`config.mk`:
```
export PLATFORM = sky130hd
export DESIGN_NAME = dbg_xfer_chains
export DESIGN_NICKNAME = d
export VERILOG_FILES = /design/src/rtl/dbg_xfer_pkg.sv /design/src/rtl/dbg_itr_chain.sv /design/src/rtl/dbg_issue_ctl.sv /design/src/rtl/dbg_core_stub.sv /design/src/rtl/dbg_dtr_chain.sv /design/src/rtl/dbg_xfer_chains.sv
export SDC_FILE = /design/constraint.sdc
export NUM_CORES = 1
export LEC_CHECK = 0
export BUFFER_PORTS_ARGS = -buffer_cell sky130_fd_sc_hd__buf_4
export CAP_MARGIN = 20
export CORE_MARGIN = 4
export CORE_UTILIZATION = 51
export CTS_BUF_LIST = sky130_fd_sc_hd__clkbuf_16
export DETAILED_ROUTE_END_ITERATION = 12
export GPL_TIMING_DRIVEN = 0
export HOLD_SLACK_MARGIN = 0.1
export PLACE_DENSITY = 0.73
export SLEW_MARGIN = 15
export SYNTH_ARGS = -nofsm -noshare
export SYNTH_HDL_FRONTEND = slang
export SYNTH_HIERARCHICAL = 1
export SYNTH_SLANG_ARGS = --single-unit
```
`constraint.sdc`:
```
create_clock -name clk -period 2.74 [get_ports clk]
set_input_delay 0.411 -clock clk [delete_from_list [all_inputs] [get_ports clk]]
set_output_delay 0.411 -clock clk [all_outputs]
set_load 0.03 [all_outputs]
```
`src/rtl/dbg_xfer_pkg.sv`:
```
// Shared constants for the debug transfer chains.
// Assumes a 5-bit instruction register and 4-bit chain numbers.
package dbg_xfer_pkg;
    localparam int IRW = 5;
    localparam int CSW = 4;

    localparam logic [IRW-1:0] IR_EXTEST = 5'b00000;
    localparam logic [IRW-1:0] IR_INTEST = 5'b01100;

    localparam logic [CSW-1:0] CH_INSN = 4'd4;
    localparam logic [CSW-1:0] CH_DATA = 4'd5;

    // True for the two instructions that give the transfer chains meaning
    function automatic logic ir_is_xfer(input logic [IRW-1:0] ir);
        return (ir == IR_EXTEST) || (ir == IR_INTEST);
    endfunction
endpackage

```
`src/rtl/dbg_itr_chain.sv`:
```
// Instruction chain: a DW-bit opcode field followed by the complete flag.
// Shifts LSB first, so tdo is bit 0. Capture loads the latched opcode and
// the flag. An update latches the opcode only when the loaded instruction
// is EXTEST. Assumes the caller gates the strobes with chain selection.
module dbg_itr_chain #(
    parameter int DW = 32
) (
    input  logic          clk,
    input  logic          rst_n,
    input  logic          act,
    input  logic          is_ext,
    input  logic          cap,
    input  logic          sh,
    input  logic          upd,
    input  logic          tdi,
    input  logic          cmpl,
    output logic          so,
    output logic [DW-1:0] op_q
);
    localparam int LEN = DW + 1;

    logic [LEN-1:0] sr;

    // Capture, shift or hold the chain register
    always_ff @(posedge clk) begin
        if (!rst_n)             sr <= '0;
        else if (act && cap)    sr <= {cmpl, op_q};
        else if (act && sh)     sr <= {tdi, sr[LEN-1:1]};
    end

    // Latch a new opcode on an EXTEST update
    always_ff @(posedge clk) begin
        if (!rst_n)                      op_q <= '0;
        else if (act && upd && is_ext)   op_q <= sr[DW-1:0];
    end

    assign so = sr[0];

    p_intest_keeps_op_r7: assert property (@(posedge clk) disable iff (!rst_n)
        (act && upd && !is_ext) |=> $stable(op_q));
endmodule

```
`src/rtl/dbg_issue_ctl.sv`:
```
// Issue control: detects entry into Run-Test/Idle. When entry happens
// while a transfer chain and a transfer instruction are selected, it
// sends the latched opcode to the core as a one-cycle pulse. Remaining
// in the idle state produces no further pulses.
module dbg_issue_ctl #(
    parameter int DW = 32
) (
    input  logic          clk,
    input  logic          rst_n,
    input  logic          idle,
    input  logic          ok,
    input  logic [DW-1:0] op,
    output logic          issue,
    output logic [DW-1:0] opcode
);
    logic idle_q;

    // Remember last cycle's idle state for edge detection
    always_ff @(posedge clk) begin
        if (!rst_n) idle_q <= 1'b0;
        else        idle_q <= idle;
    end

    // Pulse the issue strobe and present the opcode on idle entry
    always_ff @(posedge clk) begin
        if (!rst_n) begin
            issue  <= 1'b0;
            opcode <= '0;
        end else begin
            issue <= idle && !idle_q && ok;
            if (idle && !idle_q && ok) opcode <= op;
        end
    end

    p_single_pulse_r4: assert property (@(posedge clk) disable iff (!rst_n)
        issue |=> !issue);
    p_issue_from_idle_r3: assert property (@(posedge clk) disable iff (!rst_n)
        issue |-> $past(idle));
endmodule

```
`src/rtl/dbg_core_stub.sv`:
```
// Core stand-in: models execution only as a completion timer. An issue
// clears the complete flag. The flag is set again LAT cycles later.
// A new issue while busy restarts the timer.
module dbg_core_stub #(
    parameter int LAT = 6
) (
    input  logic clk,
    input  logic rst_n,
    input  logic issue,
    output logic cmpl
);
    localparam int CW = $clog2(LAT + 1);

    logic [CW-1:0] cnt;

    // Count down the execution latency and raise the flag at the end
    always_ff @(posedge clk) begin
        if (!rst_n) begin
            cnt  <= '0;
            cmpl <= 1'b1;
        end else if (issue) begin
            cnt  <= CW'(LAT);
            cmpl <= 1'b0;
        end else if (cnt != '0) begin
            cnt <= cnt - 1'b1;
            if (cnt == CW'(1)) cmpl <= 1'b1;
        end
    end

    p_clear_on_issue_r6: assert property (@(posedge clk) disable iff (!rst_n)
        issue |=> !cmpl);
endmodule

```
`src/rtl/dbg_dtr_chain.sv`:
```
// Data chain: a DW-bit word, then the Ready bit, then a retry-not-needed
// bit. Under EXTEST, words flow into the receive register. Under INTEST,
// the transmit register is captured and emptied. A core write to the
// transmit register takes priority over emptying it.
module dbg_dtr_chain #(
    parameter int DW = 32
) (
    input  logic          clk,
    input  logic          rst_n,
    input  logic          act,
    input  logic          is_ext,
    input  logic          cap,
    input  logic          sh,
    input  logic          upd,
    input  logic          tdi,
    input  logic          rx_rd,
    input  logic          tx_wr,
    input  logic [DW-1:0] tx_wdata,
    output logic          so,
    output logic [DW-1:0] rx_data,
    output logic          rx_full,
    output logic          tx_full
);
    localparam int LEN = DW + 2;

    logic [LEN-1:0] sr;
    logic [DW-1:0]  tx_q;
    logic           acc_q;

    // Capture, shift or hold the chain register
    always_ff @(posedge clk) begin
        if (!rst_n)
            sr <= '0;
        else if (act && cap)
            sr <= is_ext ? {1'b1, !rx_full, {DW{1'b0}}}
                         : {1'b1, tx_full, (tx_full ? tx_q : {DW{1'b0}})};
        else if (act && sh)
            sr <= {tdi, sr[LEN-1:1]};
    end

    // Remember whether the pending EXTEST transfer was accepted
    always_ff @(posedge clk) begin
        if (!rst_n)                    acc_q <= 1'b0;
        else if (act && cap && is_ext) acc_q <= !rx_full;
        else if (act && upd)           acc_q <= 1'b0;
    end

    // Receive register: host writes on accepted update, core reads
    always_ff @(posedge clk) begin
        if (!rst_n) begin
            rx_data <= '0;
            rx_full <= 1'b0;
        end else if (act && upd && is_ext && acc_q) begin
            rx_data <= sr[DW-1:0];
            rx_full <= 1'b1;
        end else if (rx_rd) begin
            rx_full <= 1'b0;
        end
    end

    // Transmit register: core writes, INTEST capture drains
    always_ff @(posedge clk) begin
        if (!rst_n) begin
            tx_q    <= '0;
            tx_full <= 1'b0;
        end else if (tx_wr) begin
            tx_q    <= tx_wdata;
            tx_full <= 1'b1;
        end else if (act && cap && !is_ext) begin
            tx_full <= 1'b0;
        end
    end

    assign so = sr[0];

    p_retry_flag_r8: assert property (@(posedge clk) disable iff (!rst_n)
        (act && cap) |=> sr[LEN-1]);
    p_full_rx_kept_r10: assert property (@(posedge clk) disable iff (!rst_n)
        (rx_full && !rx_rd) |=> ($stable(rx_data) && rx_full));
    p_write_wins_r12: assert property (@(posedge clk) disable iff (!rst_n)
        tx_wr |=> tx_full);
endmodule

```
`src/rtl/dbg_xfer_chains.sv`:
```
// Top of the halted-core transfer path. Decodes chain number and
// instruction, routes the TAP strobes to the instruction and data chains,
// issues opcodes on entry into Run-Test/Idle, and muxes tdo. Assumes the
// strobes are one-hot per cycle and that chain_sel and ir_code are stable
// during a DR scan.
module dbg_xfer_chains
    import dbg_xfer_pkg::*;
#(
    parameter int DW       = 32,
    parameter int CMPL_LAT = 6
) (
    input  logic           clk,
    input  logic           rst_n,
    input  logic [CSW-1:0] chain_sel,
    input  logic [IRW-1:0] ir_code,
    input  logic           tap_capture,
    input  logic           tap_shift,
    input  logic           tap_update,
    input  logic           tap_idle,
    input  logic           tdi,
    output logic           tdo,
    output logic           core_issue,
    output logic [DW-1:0]  core_opcode,
    input  logic           core_rx_rd,
    output logic [DW-1:0]  core_rx_data,
    output logic           core_rx_full,
    input  logic           core_tx_wr,
    input  logic [DW-1:0]  core_tx_data,
    output logic           core_tx_full
);
    logic          xfer_ir, is_ext, itr_act, dtr_act, issue_ok;
    logic          itr_so, dtr_so, cmpl;
    logic [DW-1:0] op_q;

    // Decode which chain the current scan addresses
    always_comb begin
        xfer_ir  = ir_is_xfer(ir_code);
        is_ext   = (ir_code == IR_EXTEST);
        itr_act  = xfer_ir && (chain_sel == CH_INSN);
        dtr_act  = xfer_ir && (chain_sel == CH_DATA);
        issue_ok = itr_act || dtr_act;
    end

    dbg_itr_chain #(.DW(DW)) u_itr (
        .clk(clk), .rst_n(rst_n), .act(itr_act), .is_ext(is_ext),
        .cap(tap_capture), .sh(tap_shift), .upd(tap_update), .tdi(tdi),
        .cmpl(cmpl), .so(itr_so), .op_q(op_q)
    );

    dbg_issue_ctl #(.DW(DW)) u_issue (
        .clk(clk), .rst_n(rst_n), .idle(tap_idle), .ok(issue_ok),
        .op(op_q), .issue(core_issue), .opcode(core_opcode)
    );

    dbg_core_stub #(.LAT(CMPL_LAT)) u_stub (
        .clk(clk), .rst_n(rst_n), .issue(core_issue), .cmpl(cmpl)
    );

    dbg_dtr_chain #(.DW(DW)) u_dtr (
        .clk(clk), .rst_n(rst_n), .act(dtr_act), .is_ext(is_ext),
        .cap(tap_capture), .sh(tap_shift), .upd(tap_update), .tdi(tdi),
        .rx_rd(core_rx_rd), .tx_wr(core_tx_wr), .tx_wdata(core_tx_data),
        .so(dtr_so), .rx_data(core_rx_data), .rx_full(core_rx_full),
        .tx_full(core_tx_full)
    );

    // Drive tdo from whichever transfer chain is addressed
    always_comb begin
        if (itr_act)      tdo = itr_so;
        else if (dtr_act) tdo = dtr_so;
        else              tdo = 1'b0;
    end
endmodule

```
# Yosys cells after proc, flatten, opt, wreduce, memory -nomap -nowiden
# Index checks and enable logic that the tools add are counted.
[op_classes] add_sub_neg=1 multipliers=0 div_mod_pow=0 magnitude_cmp=0 eq_ne=4 n_shift=0 mux=19 n_bitwise=1 n_reduce_logical=31
[ops] op="$mux 33" n=3
[ops] op="$mux 34" n=2
[ops] op="$mux 32" n=1
[ops] op="$logic_and 1x1->1" n=15
[ops] op="$reduce_bool 2->1" n=7
[ops] op="$mux 1" n=11
[ops] op="$eq 4x3->1 const B" n=2
[ops] op="$mux 3" n=2
[ops] op="$eq 5x4->1 const B" n=1
[ops] op="$logic_not 5->1" n=1
[ops] op="$eq 3x1->1 const B" n=1
[ops] op="$logic_not 1->1" n=3
[ops] op="$reduce_bool 3->1" n=1
[ops] op="$sub 3x1->3 const B" n=1
[ops] op="$logic_or 1x1->1" n=2
[ops] op="$reduce_and 2->1" n=1
[ops] op="$reduce_or 2->1" n=1
[ops] op="$not 1->1" n=1
[word_totals] register_bits=204 latch_bits=0 ram_bits=0 rom_bits=0 output_inout_bits=68 wordCells=70 n_memories=0

# Logic depth before layout (Yosys ltp)
[depth] word_depth=7 ltp_mapped=8 mapped_depth_nobuf=5

# By module
# Netlist, hierarchy kept.
[by_module_without_submodules] module="dbg_dtr_chain" n_inst=1 cells_each=383 area_per_inst_um2=3917.5 seq_area_each_um2=2021.9
[by_module_without_submodules] module="dbg_itr_chain" n_inst=1 cells_each=290 area_per_inst_um2=2487.4 seq_area_each_um2=1301.2
[by_module_without_submodules] module="dbg_issue_ctl" n_inst=1 cells_each=144 area_per_inst_um2=1365.1 seq_area_each_um2=680.7
[by_module_without_submodules] module="dbg_core_stub" n_inst=1 cells_each=19 area_per_inst_um2=207.7 seq_area_each_um2=80.1
[by_module_without_submodules] module="dbg_xfer_chains" n_inst=1 cells_each=10 area_per_inst_um2=72.6 seq_area_each_um2=0.0

# Worst setup path after synthesis
# Ideal clock, no wire load.
[synth_path] path_type="input-to-reg" start="in ir_code[4]" end="reg u_dtr.sr[0]" setup_time_ns=0.122 t_arrival_ns=2.314 t_required_ns=2.618 path_slack_ns=0.304 path_stages=7 path_buffers=2 path_cell_list="or3_1 nor3_1 and3b_1 and3_1 buf_6 buf_6 a221o_1"
[synth_between] elab_chain_len=5 word_cells_on_any_way=9
[synth_rtl] element="from (decl)" line_no="dbg_xfer_chains.sv:15" rtl="input logic [IRW-1:0] ir_code,"
[synth_rtl] element="$logic_not 5->1 *" line_no="dbg_xfer_chains.sv:38" rtl="is_ext = (ir_code == IR_EXTEST);"
[synth_rtl] element="net is_ext" line_no="dbg_xfer_chains.sv:31" rtl="logic xfer_ir, is_ext, itr_act, dtr_act, issue_ok;"
[synth_rtl] element="$logic_or 1x1->1" line_no="dbg_xfer_pkg.sv:15" rtl="return (ir == IR_EXTEST) || (ir == IR_INTEST);"
[synth_rtl] element="$logic_and 1x1->1" line_no="dbg_xfer_chains.sv:40" rtl="dtr_act = xfer_ir && (chain_sel == CH_DATA);"
[synth_rtl] element="$logic_and 1x1->1 (on tied branches)" line_no="dbg_dtr_chain.sv:34, dbg_dtr_chain.sv:37"
[synth_rtl] element="$mux 34 or $reduce_bool 2->1 (tied branches)"
[synth_rtl] element="to (signal assigned)" line_no="dbg_dtr_chain.sv:35" rtl="sr <= is_ext ? {1'b1, !rx_full, {DW{1'b0}}}"
[synth_rtl] element="to (signal assigned)" line_no="dbg_dtr_chain.sv:38" rtl="sr <= {tdi, sr[LEN-1:1]};"
[synth_rtl] element="to (decl)" line_no="dbg_dtr_chain.sv:26" rtl="logic [LEN-1:0] sr;"
# Mark *: on every way through the listed nets, which the timed path passes. The rest lies on a longest branch.
# A chain may end at the register's enable or synchronous reset.

# Final worst setup path
[layout_path] start="in ir_code[4]" end="reg u_dtr.sr[8]"
[layout_between] elab_chain_len=5 word_cells_on_any_way=9
[layout_rtl] element="$eq 5x4->1 or $logic_not 5->1 (tied branches)" line_no="dbg_xfer_pkg.sv:15"
[layout_rtl] element="$logic_or 1x1->1 *" line_no="dbg_xfer_pkg.sv:15"
[layout_rtl] element="$logic_and 1x1->1 *" line_no="dbg_xfer_chains.sv:40"
[layout_rtl] element="net dtr_act" line_no="dbg_xfer_chains.sv:31"
[layout_rtl] element="$logic_and 1x1->1 (on tied branches)" line_no="dbg_dtr_chain.sv:34, dbg_dtr_chain.sv:37"
[layout_rtl] element="$mux 34 or $reduce_bool 2->1 (tied branches)"
# Marked as above.

==> summary.md <==
| Metric | Value |
|---|---|
| Status | `finished, final reports clean` |
| # setup viols final | `0` |
| Share of synthesized registers carrying an async set or reset | `0` |
| Routability congestion estimate | `0.838` |
| Synth warn | `6` |
| Int Power | `4860 uW` |
| Core ar. | `15,300 sq um` |
| #FFs+latches synth | `204` |
| FF-to-FF End | `u_stub/cnt[2]$_SDFFE_PN0P_` |
| Total net switching power | `1320 uW` |
| Period utilization | `0.930` |
| Worst-Margin Slew | `0.654 ns` |
| Commonest non-fill, non-tap cell in the layout | `dfxtp_1` |
| Worst path slowest cell | `nor4_1` |
| Top_reg_cell synth | `dfxtp_1` |
| Post-synth net total | `898` |
| Synthesized area | `8050 sq um` |
| Sink Count | `204` |
| Initial DRC count | `329` |
| Crit path arrival time | `2.97 ns` |
| P&R area growth vs syn | `23.0%` |
| Final hold slack | `0.161 ns` |
| Post-synth EDFFs | `0` |
| WP buf/inv | `3` |
| Reg-to-Reg Start | `u_stub/cnt[0]$_SDFFE_PP0P_` |
| Maximum clock frequency | `392 MHz` |
| Die width | `134 um` |
| First-pass GRT wire length | `31.3 mm` |
| CP peak stage delay | `0.51 ns` |
| Hold-fix buffers, CTS | `0` |
| CP delay by family, top | `simple AND/OR/NAND/NOR gates` |
| Commonest cells after routing, fill and taps aside | `204 x dfxtp_1, 195 x nand2_1, 118 x buf_4` |
| Largest net degree at the start of global routing | `14` |
| Total number of vias | `6,329` |
| Power per standard cell area | `623 nW/um^2` |
| Routed vias/inst | `5.21` |
| Worst Hold Depth | `2` |
| CTS Buf Count | `22` |
| P_leak | `0.00387 uW` |
| Seq pwr share | `0.491` |
| Worst-skew pair later-pin latency | `0.49 ns` |
| Initial antenna violation count | `0` |
| Placed insts | `1,173` |
| Initial Util | `0.526` |
| Gr ovfl total | `0` |
| CTS tree | `yes` |
| RSZ-0062 raised after global routing | `false` |
| Avg Inst Size Synth | `9.52 sq um` |
| Final #Nets | `1,039` |
| CP Class | `input port to flip-flop` |
| Die area | `17,900 sq um` |
| CP max FO | `10` |
| Core Rows | `45` |
| Post-synthesis sequential area ratio | `0.507` |
| Remaining DRCs | `0` |
| Hold Fails Final Rpt | `0` |
| Routed WL | `19.0 mm` |
| Final Skew | `0.0113 ns` |
| N_diodes | `0` |
| Vias in the first global route | `6,160` |
| # Post-CTS Setup Buffers | `0` |
| Clock Power Share | `0.459` |
| Slew HR | `0.560` |
| Clock root buffer | `clkbuf_16` |
| Synth unique cells | `50` |
| Post-CTS sizing | `0` |
| Hold Crit Class | `input port to flip-flop` |
| Synthesized instance count | `846` |
| Hold wc startpoint | `tap_idle` |
| Worst path cell trace | `buf_4 -> or3_1 -> nor4_1 -> buf_2 -> and4b_1 -> clkbuf_1 -> and2_1 -> a221o_1` |
| Crit path capture type | `flip-flop` |
| Die height | `134 um` |
| Max IR drop VDD | `0.436 mV` |
| Minimum clock period | `2.55 ns` |
| Pins Over Slew Limit | `0` |
| Wire length per cell | `15.6 um` |
| DP HPWL | `13.5 mm` |
| Worst hold endpoint | `u_issue/idle_q$_SDFF_PN0_` |
| Sw Ratio | `0.213` |
| Bufs on Longest Clock Path | `3` |
| Fin cells | `1,214` |
| First drt pass iteration count | `5` |
| H-tree levels | `1` |
| Layout cells sized above 1 | `0.196` |
| Path depth of the worst reg2reg path | `5` |
| Crit start category | `input port` |
| Clk pin slew, worst setup/hold paths | `0.06 ns` |
| Worst Path Required | `3.17 ns` |
| Port Buffers | `116` |
| Max-cap violations | `0` |
| Gate power share | `0.050` |
| GRT Util Overall | `0.210` |
| Reg2Reg Setup Slack | `1.20 ns` |
| Ports | `118` |
| Post-DRT Antenna Nets | `0` |
## synth_stat cells (3+ instances only)
cell type,number,area share
mux2i_1,80,0.099
inv_1,6,0.0028
nor2_1,64,0.030
o21a_1,4,0.0037
buf_2,31,0.019
nand2_1,195,0.091
o221ai_1,33,0.036
a21boi_1,30,0.028
clkbuf_1,23,0.011
nor2b_1,35,0.027
a21boi_0,36,0.034
dfxtp_1,204,0.51
a21oi_1,3,0.0019
buf_6,6,0.0084
a221o_1,17,0.021
and2_1,18,0.014
o2bb2ai_1,15,0.016
nand3b_1,3,0.0028
## state kept, by name (all words and copies together), names as in the netlist
signal          count
u_dtr/tx_q         32
u_stub/cmpl         1
u_dtr/acc_q         1
u_stub/cnt          3
u_dtr/rx_full       1
u_dtr/tx_full       1
u_itr/op_q         32
u_itr/sr           33
u_issue/opcode     32
u_issue/idle_q      1
u_dtr/sr           34
u_issue/issue       1
u_dtr/rx_data      32
## worst max-delay path by stage
stage | startpoint | endpoint | slack (ns) | depth (start not counted)
after floorplan | ir_code[4] | u_dtr/sr[0]$_SDFFE_PN0P_ | 0.30 | 7
after global placement | ir_code[4] | u_dtr/sr[8]$_SDFFE_PN0P_ | -0.34 | 8
after detailed placement | ir_code[4] | u_itr/op_q[5]$_SDFFE_PN0P_ | -0.35 | 7
after CTS | ir_code[4] | u_itr/op_q[5]$_SDFFE_PN0P_ | 0.15 | 7
after global routing | ir_code[4] | u_dtr/sr[8]$_SDFFE_PN0P_ | 0.007 | 8
final | ir_code[4] | u_dtr/sr[8]$_SDFFE_PN0P_ | 0.19 | 8
## area by class of cell
class / count / area, sq um
tap: 211 / 264
inverter: 6 / 22.5
buffer: 65 / 379
timing repair buffer: 117 / 878
sequential: 204 / 4080
fill: 1354 / 5410
multi-input combinational: 571 / 3570
clock buffer: 23 / 576
clock inverter: 17 / 126
## worst register-to-register path, stage by stage (launching register included)
cell     delay, ns
dfxtp_1       0.34
or2_2         0.30
inv_1         0.06
ha_1          0.24
mux2_1        0.34
o21a_1        0.16
## per-layer routing
metal | GRT usage | vias up | share of wire | wire length [um]
li1 | - | 3192 | - | -
met1 | 0.281 | 2935 | 0.45 | 8590
met2 | 0.358 | 178 | 0.48 | 9080
met3 | 0.0336 | 24 | 0.053 | 998
met4 | 0.0531 | 0 | 0.017 | 316
met5 | 0 | - | 0 | 0
## power groups by stage
stage	Clock, uW	Sequential (uW)	Combinational (uW)
after global placement	0	3090	304
after CTS	2900	3030	310
after floorplan	0	3090	192
final	2830	3030	309
after global routing	3010	3030	341
after detailed placement	0	3100	309
## cells by family after synthesis
logic type,synth area share
AO/OA/AOI/OAI,0.151
XOR/XNOR,0.00218
adder cells (fa/ha/maj),0.00311
buffers and inverters,0.0499
flip-flops,0.507
multiplexers,0.101
AND/OR/NAND/NOR,0.186
## metrics by stage
stage                     setup TNS [ns]  worst slack, ns  total power (uW)   util  cell area, sq um
after detailed placement          -30.19           -0.351              3400  0.600              9190
final                                  0            0.192              6170  0.646              9900
after global placement            -28.31           -0.344              3400  0.600              9190
after floorplan                        0            0.304              3280      -              8050
after CTS                              0            0.146              6240  0.646              9890
after global routing                   0          0.00746              6380  0.646              9900
No activity file was read; power rests on OpenSTA's default activity.
